File: src/rtl/irq_level_router.sv
module irq_level_router #(
  parameter int NUM_CPU = 4,
  parameter logic [127:0] LVL_MAP = 128'hFEDCBA98_76543210_0F7E9C35_0A246810,
  localparam int CW = $clog2(NUM_CPU),
  localparam int AW = CW + 3
) (
  input  logic                   clk,
  input  logic                   rst,
  input  logic [31:0]            dev_irq,
  input  logic                   wr_en,
  input  logic [AW-1:0]          wr_addr,
  input  logic [31:0]            wr_data,
  output logic [NUM_CPU*15-1:0]  lvl_out
);
  localparam logic [31:0] KEEP_MASK = 32'h4FB2007F;
  localparam logic [31:0] DIS_RESET = ~32'hFFB2007F;

  logic [31:0] dev_q, pend_q, dis_q, pend_n, dis_n;
  logic [CW-1:0] tgt_q, tgt_n;
  logic [NUM_CPU-1:0][14:0] soft_q, soft_n;
  logic [14:0] lv_set, lv_clr, master_lv;
  logic [31:0] wmask;

  wire [31:0]   rise = dev_irq & ~dev_q;
  wire [31:0]   fall = ~dev_irq & dev_q;
  wire [2:0]    func = wr_addr[AW-1:CW];
  wire [CW-1:0] wcpu = wr_addr[CW-1:0];
  wire [31:0]   routed = pend_q & ~dis_q;

  assign wmask = wr_data & ~KEEP_MASK;

  always_comb begin
    lv_set = '0;
    lv_clr = '0;
    master_lv = '0;
    for (int j = 0; j < 32; j++) begin
      if (LVL_MAP[4*j +: 4] != 4'd0) begin
        if (rise[j])   lv_set[LVL_MAP[4*j +: 4] - 4'd1] = 1'b1;
        if (fall[j])   lv_clr[LVL_MAP[4*j +: 4] - 4'd1] = 1'b1;
        if (routed[j]) master_lv[LVL_MAP[4*j +: 4] - 4'd1] = 1'b1;
      end
    end
    if (dis_q[31]) master_lv = '0;
  end

  always_comb begin
    pend_n = (pend_q & ~fall) | rise;
    dis_n  = dis_q;
    tgt_n  = tgt_q;
    soft_n = soft_q;
    soft_n[tgt_q] = (soft_q[tgt_q] & ~lv_clr) | lv_set;
    if (wr_en) begin
      case (func)
        3'd0: soft_n[wcpu] = soft_n[wcpu] & ~wr_data[31:17];
        3'd1: soft_n[wcpu] = soft_n[wcpu] | wr_data[31:17];
        3'd2: begin
          dis_n  = dis_q | wmask;
          pend_n = pend_n & ~wmask;
        end
        3'd3: dis_n = dis_q & ~wr_data;
        3'd4: tgt_n = wr_data[CW-1:0];
        default: ;
      endcase
    end
  end

  always_ff @(posedge clk) begin
    if (rst) begin
      dev_q  <= '0;
      pend_q <= '0;
      dis_q  <= DIS_RESET;
      tgt_q  <= '0;
      soft_q <= '0;
    end else begin
      dev_q  <= dev_irq;
      pend_q <= pend_n;
      dis_q  <= dis_n;
      tgt_q  <= tgt_n;
      soft_q <= soft_n;
    end
  end

  for (genvar i = 0; i < NUM_CPU; i++) begin : g_cpu
    always_ff @(posedge clk) begin
      if (rst) lvl_out[15*i +: 15] <= '0;
      else     lvl_out[15*i +: 15] <= soft_q[i] | ((tgt_q == CW'(i)) ? master_lv : 15'd0);
    end
  end
endmodule


File: config.mk
export PLATFORM = sky130hd
export DESIGN_NAME = irq_level_router
export DESIGN_NICKNAME = d
export VERILOG_FILES = /design/src/rtl/irq_level_router.sv
export SDC_FILE = /design/constraint.sdc
export NUM_CORES = 1
export LEC_CHECK = 0
export BUFFER_PORTS_ARGS = -buffer_cell sky130_fd_sc_hd__buf_4
export CORE_ASPECT_RATIO = 0.9
export CORE_MARGIN = 5
export CORE_UTILIZATION = 52
export DETAILED_ROUTE_END_ITERATION = 8
export GPL_ROUTABILITY_DRIVEN = 0
export PLACE_DENSITY_LB_ADDON = 0.3
export SYNTH_ARGS = -nofsm -noshare
export SYNTH_HDL_FRONTEND = slang
export SYNTH_SLANG_ARGS = --single-unit
File: constraint.sdc
create_clock -name clk -period 1.95 [get_ports clk]
set_input_delay 0.2925 -clock clk [delete_from_list [all_inputs] [get_ports clk]]
set_output_delay 0.2925 -clock clk [all_outputs]
set_load 0.005 [all_outputs]
==> flow_summary.ini, run 1 <==
[clocking]
ctsRootBufferMaster = clkbuf_16
cts_buffers = 21
clk_pin_slew_worst_paths_ps = 60
clock_sink_count = 206
skew_pair_late_insertion_delay_ps = 500
cts_tree = built
max_clock_buf_depth = 3
clock_tree.htree_level_count = 1

[route]
post-route-drc-count = 0
avgViaCountPerCell = 6.27
dr_total_vias = 9308
finalWirelength_mm = 30.2
detail_route.first_pass.iterations = 5
detail_route.iter0.violations = 1170
drtAntennaViolNets = 0
wire_per_inst_um = 20.3

[yosys]
synth_sequential_area_ratio_pct = 43.4
postSynthAreaPerCell_sq_um = 8.86
synth-main-ff-cell = dfxtp_1
post_synthesis_cell_type_count = 49
post_synth_instance_area_sq_mm = 0.00950
synth_fp_nets = 1144
synth-warning-count = 0
ys_seq_elements = 206
synth_top_cells_by_area = dfxtp_1 (43%), a21oi_1 (10%), nor2_1 (5.3%)
synth_edf_count = 0
synth-async-reset-ratio_pct = 0
synth_largest_type_area_fraction_pct = 43.4
synth.largest_area_cell = dfxtp_1
post_syn_instances = 1072

[floorplanning]
placement_rows = 46
die_w_um = 152
design.die.area_sq_mm = 0.0211
die_h_um = 138
io-pin-count = 132
core_region_area_sq_mm = 0.0178
initial_core_util_pct = 53.4

[critical_path]
critical-path-max-stage-delay_ps = 370
worst-path-max-fanout = 11
timing.critical_path.buf_inv = 3
critical-path-slowest-cell = dfxtp_4
required_time_of_the_critical_path_ps = 2350
start_kind = flop
timing.critical_path.cells = bufbuf_16, buf_4, nor2b_1, nor2_1, buf_4, a22oi_2, a31oi_4, o22ai_1
timing.setup.critical_path_class = flop to flop
cp_endpoint_kind = flop
rrSetupSlack_ps = -50
critPathArrivalTime_ps = 2400
worst_path_dominant_cell_family = buffers and inverters
crit_top_cell = buf_4

[hold_path]
worstHoldPathType = input pin to flop

[cells_and_area]
finish.utilization_pct = 68.9
design.final.nets = 1303
antenna-diode-count = 0
final_cell_area_sq_mm = 0.0122
final_cell_count_no_fill = 1485
post_route_cells_drive_above_1_share_pct = 28.7
area_growth_pct = 28.9

[timing]
timing.final.max_slew_violations = 0
max-slew-margin-rel_pct = 38.0
worst_slew_pin_slew_ps = 929
fmax_ghz = 0.500
final-hold-violation-count = 0
setup_viol = 10
rsz0062_at_grt = true
least_setup_slack_across_all_paths_after_layout_ps = -48.9
finalCritPeriodShare_pct = 103
finalSetupTns_ps = -276
hold-worst-slack_ps = 28.8
clock_skew_ps = 13.0
finalCriticalPeriod_ps = 2000

[placed_design]
dp_hpwl_mm = 19.9
place.detailed.instances = 1425
dp_slack_ps = -52.4
placed_instance_area_sq_mm = 0.0110
io_buffers = 124

[power_and_ir_drop]
powerDensity_mw_per_mm2 = 866
report.power.total_mw = 10.6
power.static_leakage_nw = 4.68
ir_drop_mv = 0.547

[status]
violated_checks = negative setup slack
run_status = finished with violations

[global_routing]
antenna_found_initial = 0
grt.busiest_layer = met2
grt_use_met3_pct = 5.55
grt_start_max_net_pins = 99
grt_pass1_vias = 8851
grt_pass1_wl_mm = 46.3
grt_util_all_layers_pct = 26.4
grtUsageMet2_pct = 42.8
grt_util_met1_pct = 34.5
grt.overflow.total = 0

[flow_run]
cap_violations = 0
[final cells by class]
type	count	area, sq um
clock buffers	27	598
repair buffers	213	1810
well taps	240	300
inverters	19	71.3
flip-flops and latches	206	4130
multi-input cells	770	5160
fillers	1389	5540
clock inverters	10	175
[cells in the final DEF, fill, tap and decap left out, types with 8 or more instances in the layout]
master,netlist,layout
dfxtp_1,206,204
a21oi_1,190,187
buf_4,0,180
nor2_1,134,133
nor3_1,68,60
o22ai_1,52,51
nand2b_1,43,43
nor2b_1,44,43
nand2_1,25,24
clkbuf_16,0,21
o21ai_0,19,19
inv_1,17,17
and3_1,14,14
dlygate4sd3_1,0,14
nand3b_1,13,13
or3b_2,13,13
mux4_2,13,13
o221a_2,13,13
a211oi_4,11,12
o21ai_2,11,12
a31oi_4,10,12
nand3_1,12,11
a22oi_2,0,10
o311ai_2,7,9
buf_12,0,9
buf_6,2,8
[state kept, by name (all words and copies together), names as in the netlist, named ones only]
signal,flops
pend_q,28
dev_q,28
tgt_q,2
soft_q,60
dis_q,15
lvl_out,60
[what timing repair did]
action                                  4_1_cts  5_1_grt
cloned                                        1        1
endpoints found under the setup margin       35       51
hold buffers                                 14        0
buffers inserted                              3        4
gates resized for setup                       5       45
hold endpoints to repair                     14        0
pin swaps                                     3       15
[layer usage]
layer,part of all wire [%],up-vias
li1,-,4226
met1,39,4348
met2,46,599
met3,10,135
met4,4.3,0
met5,0,-
[cell families (layout without fill, tap and decap cells)]
logic type / after synthesis / in the layout / share of synthesized area, %
DFF: 206 / 206 / 43.4
AOI/OAI and AO/OA: 371 / 371 / 28.3
muxes: 19 / 19 / 3.71
and+or+nand+nor: 378 / 378 / 20.2
buffers and inverters: 96 / 269 / 4.20
xor gates and xnor gates: 2 / 2 / 0.184
[final timing paths]
kind	start	to	cells after the start
worst max-delay path	tgt_q[0]$_SDFFE_PP0P_	soft_q[29]$_SDFF_PP0_	8
worst min-delay path	wr_data[19]	pend_q[19]$_SDFF_PP0_	2
worst max register to register	tgt_q[0]$_SDFFE_PP0P_	soft_q[29]$_SDFF_PP0_	8
worst min register to register	dis_q[24]$_SDFFE_PP0P_	dis_q[24]$_SDFFE_PP0P_	2
[cells in the mapped netlist, types with 3 or more instances]
| cell type | number |
|---|---|
| inv_1 | 17 |
| a311oi_1 | 7 |
| o21ai_0 | 19 |
| nand3b_1 | 13 |
| nor3b_1 | 4 |
| clkbuf_1 | 62 |
| and3_1 | 14 |
| nand3_1 | 12 |
| o221a_2 | 13 |
| nand2b_1 | 43 |
| mux2i_1 | 6 |
| buf_2 | 10 |
| o311ai_2 | 7 |
| a21oi_1 | 190 |
| o21ai_2 | 11 |
| nor2b_1 | 44 |
| nand2_1 | 25 |
| nor2_1 | 134 |
| a31oi_4 | 10 |
| mux4_2 | 13 |
| o311ai_1 | 5 |
| a211oi_4 | 11 |
| a2111oi_0 | 7 |
| or2_2 | 4 |
| or3b_2 | 13 |
| a22oi_1 | 12 |
| dfxtp_1 | 206 |
| a221o_1 | 3 |
| nor3_1 | 68 |
| o22ai_1 | 52 |
| a211o_1 | 7 |
| a221oi_1 | 5 |
[where the power goes]
part           internal [mW]  leakage, nW  switching (mW)
combinational          0.684         2.61           0.852
sequential              4.41         1.69           0.154
clock                   2.82        0.386            1.68
(Power assumes the default switching activity.)
==> run 2, diff against run 1 <==
--- a/config.mk
+++ b/config.mk
@@ -5,7 +5,7 @@
 export SDC_FILE = /design/constraint.sdc
 export NUM_CORES = 1
 export LEC_CHECK = 0
-export BUFFER_PORTS_ARGS = -buffer_cell sky130_fd_sc_hd__buf_4
+export BUFFER_PORTS_ARGS = -buffer_cell sky130_fd_sc_hd__clkbuf_2
 export CORE_ASPECT_RATIO = 0.9
 export CORE_MARGIN = 5
 export CORE_UTILIZATION = 52
==> flow_summary.ini, run 2 (synthesis results as in run 1) <==
[global_routing]
grt_pass1_vias = 8700
grt.overflow.total = 0
grt_util_all_layers_pct = 26.4
grt_pass1_wl_mm = 46.0
antenna_found_initial = 0
grt_start_max_net_pins = 73

[route]
dr_total_vias = 9187
drtAntennaViolNets = 0
finalWirelength_mm = 29.2
post-route-drc-count = 0
detail_route.iter0.violations = 1089
avgViaCountPerCell = 6.18
wire_per_inst_um = 19.7
detail_route.first_pass.iterations = 5

[power_and_ir_drop]
ir_drop_mv = 0.875
power.static_leakage_nw = 4.54
powerDensity_mw_per_mm2 = 869

[critical_path]
required_time_of_the_critical_path_ps = 2340
start_kind = flop
timing.critical_path.buf_inv = 1
worst-path-max-fanout = 7
rrSetupSlack_ps = 4
critical-path-max-stage-delay_ps = 540
ff2ff_path_depth = 6
r2r-end = soft_q[37]$_SDFF_PP0_
timing.critical_path.cells = buf_4, mux4_2, a211oi_4, o21ai_2, a31oi_4, o22ai_1
cp_endpoint_kind = flop
critical-path-slowest-cell = mux4_2
critPathArrivalTime_ps = 2340
reg2reg_from = tgt_q[0]$_SDFFE_PP0P_
worst_path_dominant_cell_family = compound AO/OA/AOI/OAI gates
timing.setup.critical_path_class = flop to flop

[floorplanning]
core_region_area_sq_mm = 0.0178
die_w_um = 152
placement_rows = 46
design.die.area_sq_mm = 0.0211
die_h_um = 138
initial_core_util_pct = 53.4
io-pin-count = 132

[status]
run_status = finished, final reports clean

[timing]
hold-worst-slack_ps = 24.2
finalCritPeriodShare_pct = 99.8
fmax_ghz = 0.514
setup_viol = 0
finalSetupTns_ps = 0
timing.final.max_slew_violations = 0
worst_slew_pin_slew_ps = 826
finalCriticalPeriod_ps = 1950
final-hold-violation-count = 0
rsz0062_at_grt = true
max-slew-margin-rel_pct = 44.0
clock_skew_ps = 9.05

[clocking]
max_clock_buf_depth = 3
cts_buffers = 22
clock_sink_count = 206
cts_tree = built
skew_pair_late_insertion_delay_ps = 510
ctsRootBufferMaster = clkbuf_16
clock_tree.htree_level_count = 1
clk_pin_slew_worst_paths_ps = 60

[hold_path]
whs_path_depth = 2
hp-start = wr_data[21]
timing.hold.worst_endpoint = dis_q[21]$_SDFFE_PP0P_
worstHoldPathType = input pin to flop

[cells_and_area]
design.final.nets = 1306
reg_top3 = lvl_out x60, soft_q x60
final_common_cell = dfxtp_1
post_route_cells_drive_above_1_share_pct = 26.8
finish.utilization_pct = 65.9
antenna-diode-count = 0
final_cell_count_no_fill = 1487
final_cell_area_sq_mm = 0.0117
fillCellCount = 1458
area_growth_pct = 23.3
final_cell_mix = dfxtp_1 (205), a21oi_1 (188), nor2_1 (133), clkbuf_2 (123), buf_4 (68)

[flow_run]
cap_violations = 0

[placed_design]
placed_instance_area_sq_mm = 0.0108
dp_hpwl_mm = 19.8
io_buffers = 124
place.detailed.instances = 1435
==> run 2: metal layers <==
metal | track usage (%) | wire length (um)
met4 | 10.2 | 1230
met1 | 35.4 | 11700
met5 | 0 | 0
met3 | 4.99 | 3070
met2 | 42.6 | 13200
==> run 2: power breakdown <==
group	switching [mW]	internal (mW)	total, mW
clock network	1.67	2.52	4.19
logic	0.818	0.604	1.42
registers	0.155	4.41	4.57
==> run 2: worst max-delay path by stage <==
| stage | start | end | cells past startpoint |
|---|---|---|---|
| finish | tgt_q[0]$_SDFFE_PP0P_ | soft_q[37]$_SDFF_PP0_ | 6 |
| global route | tgt_q[0]$_SDFFE_PP0P_ | soft_q[15]$_SDFF_PP0_ | 7 |
| CTS | tgt_q[0]$_SDFFE_PP0P_ | soft_q[36]$_SDFF_PP0_ | 7 |
| detailed placement | wr_addr[1] | soft_q[29]$_SDFF_PP0_ | 6 |
| global placement | wr_addr[1] | soft_q[16]$_SDFF_PP0_ | 6 |
| floorplan | tgt_q[0]$_SDFFE_PP0P_ | soft_q[36]$_SDFF_PP0_ | 7 |
==> run 2: cell type report <==
type / instances / area (sq um) / share of cell area, %
clock buffers: 31 / 636 / 5.43
repair buffers: 215 / 1460 / 12.5
flip-flops and latches: 206 / 4130 / 35.2
inverters: 19 / 71.3 / 0.609
well taps: 240 / 300 / 2.56
multi-input cells: 770 / 5040 / 43.0
clock inverters: 6 / 80.1 / 0.684
==> run 2: stage by stage <==
step	power, mW	setup slack (ps)
2_1_floorplan	5.48	121
3_3_place_gp	5.97	-173
3_5_place_dp	6.00	-175
4_1_cts	10.2	13.7
5_1_grt	10.5	-61.2
6_report	10.2	3.90
==> run 2: worst reg2reg max path: cells and delay by family, from the launching register on <==
family / cells / cell delay (ps)
buffers and inverters: 1 / 180
flip-flops: 1 / 390
multiplexers: 1 / 550
AO/OA/AOI/OAI: 4 / 710
==> run 2: repair_timing <==
action,in CTS,in global routing
endpoints found under the hold margin,12,0
setup endpoints to repair,52,45
pin swaps,0,4
buffers inserted,0,3
hold buffers,12,0
gates resized for setup,3,15
==> run 3, diff against run 2 <==
--- a/config.mk
+++ b/config.mk
@@ -11,7 +11,9 @@
 export CORE_UTILIZATION = 52
 export DETAILED_ROUTE_END_ITERATION = 8
 export GPL_ROUTABILITY_DRIVEN = 0
+export MAX_ROUTING_LAYER = met4
 export PLACE_DENSITY_LB_ADDON = 0.3
+export SKIP_CTS_REPAIR_TIMING = 1
 export SYNTH_ARGS = -nofsm -noshare
 export SYNTH_HDL_FRONTEND = slang
 export SYNTH_SLANG_ARGS = --single-unit
==> flow_summary.ini, run 3 (synthesis results as in run 1) <==
[status]
run_status = finished with violations
violated_checks = negative setup slack

[cells_and_area]
final_common_cell = dfxtp_1
design.final.nets = 1302
reg_top3 = lvl_out x60, soft_q x60
area_growth_pct = 22.6
post_route_cells_drive_above_1_share_pct = 26.7
final_cell_mix = dfxtp_1 (205), a21oi_1 (189), nor2_1 (133), clkbuf_2 (123), buf_4 (70)
final_cell_area_sq_mm = 0.0116
final_cell_count_no_fill = 1483
antenna-diode-count = 0
finish.utilization_pct = 65.5

[clocking]
cts_tree = built
clk_pin_slew_worst_paths_ps = 60
skew_pair_late_insertion_delay_ps = 510
clock_tree.htree_level_count = 1
max_clock_buf_depth = 3
ctsRootBufferMaster = clkbuf_16
clock_sink_count = 206
cts_buffers = 22

[route]
drtAntennaViolNets = 0
wire_per_inst_um = 19.7
detail_route.first_pass.iterations = 6
avgViaCountPerCell = 6.16
finalWirelength_mm = 29.2
dr_total_vias = 9139
detail_route.iter0.violations = 1074
post-route-drc-count = 0

[flow_run]
cap_violations = 0

[floorplanning]
initial_core_util_pct = 53.4
design.die.area_sq_mm = 0.0211
core_region_area_sq_mm = 0.0178
placement_rows = 46
die_h_um = 138
die_w_um = 152
io-pin-count = 132

[global_routing]
grt_start_max_net_pins = 73
antenna_found_initial = 0
grtUsageMet2_pct = 42.4
grt.busiest_layer = met2
grt_util_met1_pct = 35.4
grt.overflow.total = 0
grt_util_all_layers_pct = 27.1
grt_pass1_vias = 8654
grt_use_met3_pct = 4.84
grt_pass1_wl_mm = 45.8

[hold_path]
whs_path_depth = 2
worstHoldPathType = input pin to flop

[timing]
clock_skew_ps = 8.97
finalCritPeriodShare_pct = 101
rsz0062_at_grt = true
finalCriticalPeriod_ps = 1970
fmax_ghz = 0.508
worst_slew_pin_slew_ps = 822
timing.final.max_slew_violations = 0
finalSetupTns_ps = -19.0
least_setup_slack_across_all_paths_after_layout_ps = -19.0
setup_viol = 1
final-hold-violation-count = 0
max-slew-margin-rel_pct = 44.3

[critical_path]
cp_endpoint_kind = flop
start_kind = flop
worst-path-max-fanout = 5
ff2ff_path_depth = 6
critPathArrivalTime_ps = 2340
rrSetupSlack_ps = -20
required_time_of_the_critical_path_ps = 2320
timing.setup.critical_path_class = flop to flop

[power_and_ir_drop]
powerDensity_mw_per_mm2 = 873
ir_drop_mv = 0.867
report.power.total_mw = 10.2
power.static_leakage_nw = 4.52

[placed_design]
io_buffers = 124
dp_hpwl_mm = 19.8
placed_instance_area_sq_mm = 0.0108
place.detailed.instances = 1435
## run 3: report_power, final
group	total [mW]	leakage (nW)	switching (mW)	internal (mW)
Sequential	4.57	1.69	0.153	4.41
Clock	4.18	0.355	1.66	2.52
Combinational	1.41	2.48	0.816	0.598
Total	10.2	4.52	2.63	7.53
## run 3: per-layer routing
layer	up-vias	part of all wire [%]
met5	-	0
met2	532	45
met3	107	10
li1	4229	-
met4	0	4.1
met1	4271	41
## run 3: path summary, 6_finish.rpt
| kind | start | to |
|---|---|---|
| max | tgt_q[0]$_SDFFE_PP0P_ | soft_q[19]$_SDFF_PP0_ |
| min | wr_data[24] | dis_q[24]$_SDFFE_PP0P_ |
| max reg2reg | tgt_q[0]$_SDFFE_PP0P_ | soft_q[19]$_SDFF_PP0_ |
| min reg2reg | dis_q[5]$_SDFFE_PP0P_ | dis_q[5]$_SDFFE_PP0P_ |
## run 3: final cells by class
cell class | count | area (sq um)
clock buffer | 31 | 636
tap | 240 | 300
timing repair buffer | 211 | 1410
inverter | 19 | 71.3
clock inverter | 6 | 80.1
sequential | 206 | 4130
multi-input combinational | 770 | 5020
fill | 1473 | 6140
## run 3: critical path, cell delays in order (launching register included)
cell and delay, ps:
dfxtp_4 370, buf_4 170, mux4_2 560, a211oi_4 290, o21ai_2 110, a31oi_4 210
o22ai_1 110
## run 3: metrics by stage
| stage | hold slack [ps] | setup WS [ps] |
|---|---|---|
| finish | 2.89 | -19.0 |
| global placement | 430 | -173 |
| CTS | -59.7 | -179 |
| global route | 8.82 | -96.4 |
| floorplan | 380 | 121 |
| detailed placement | 434 | -175 |
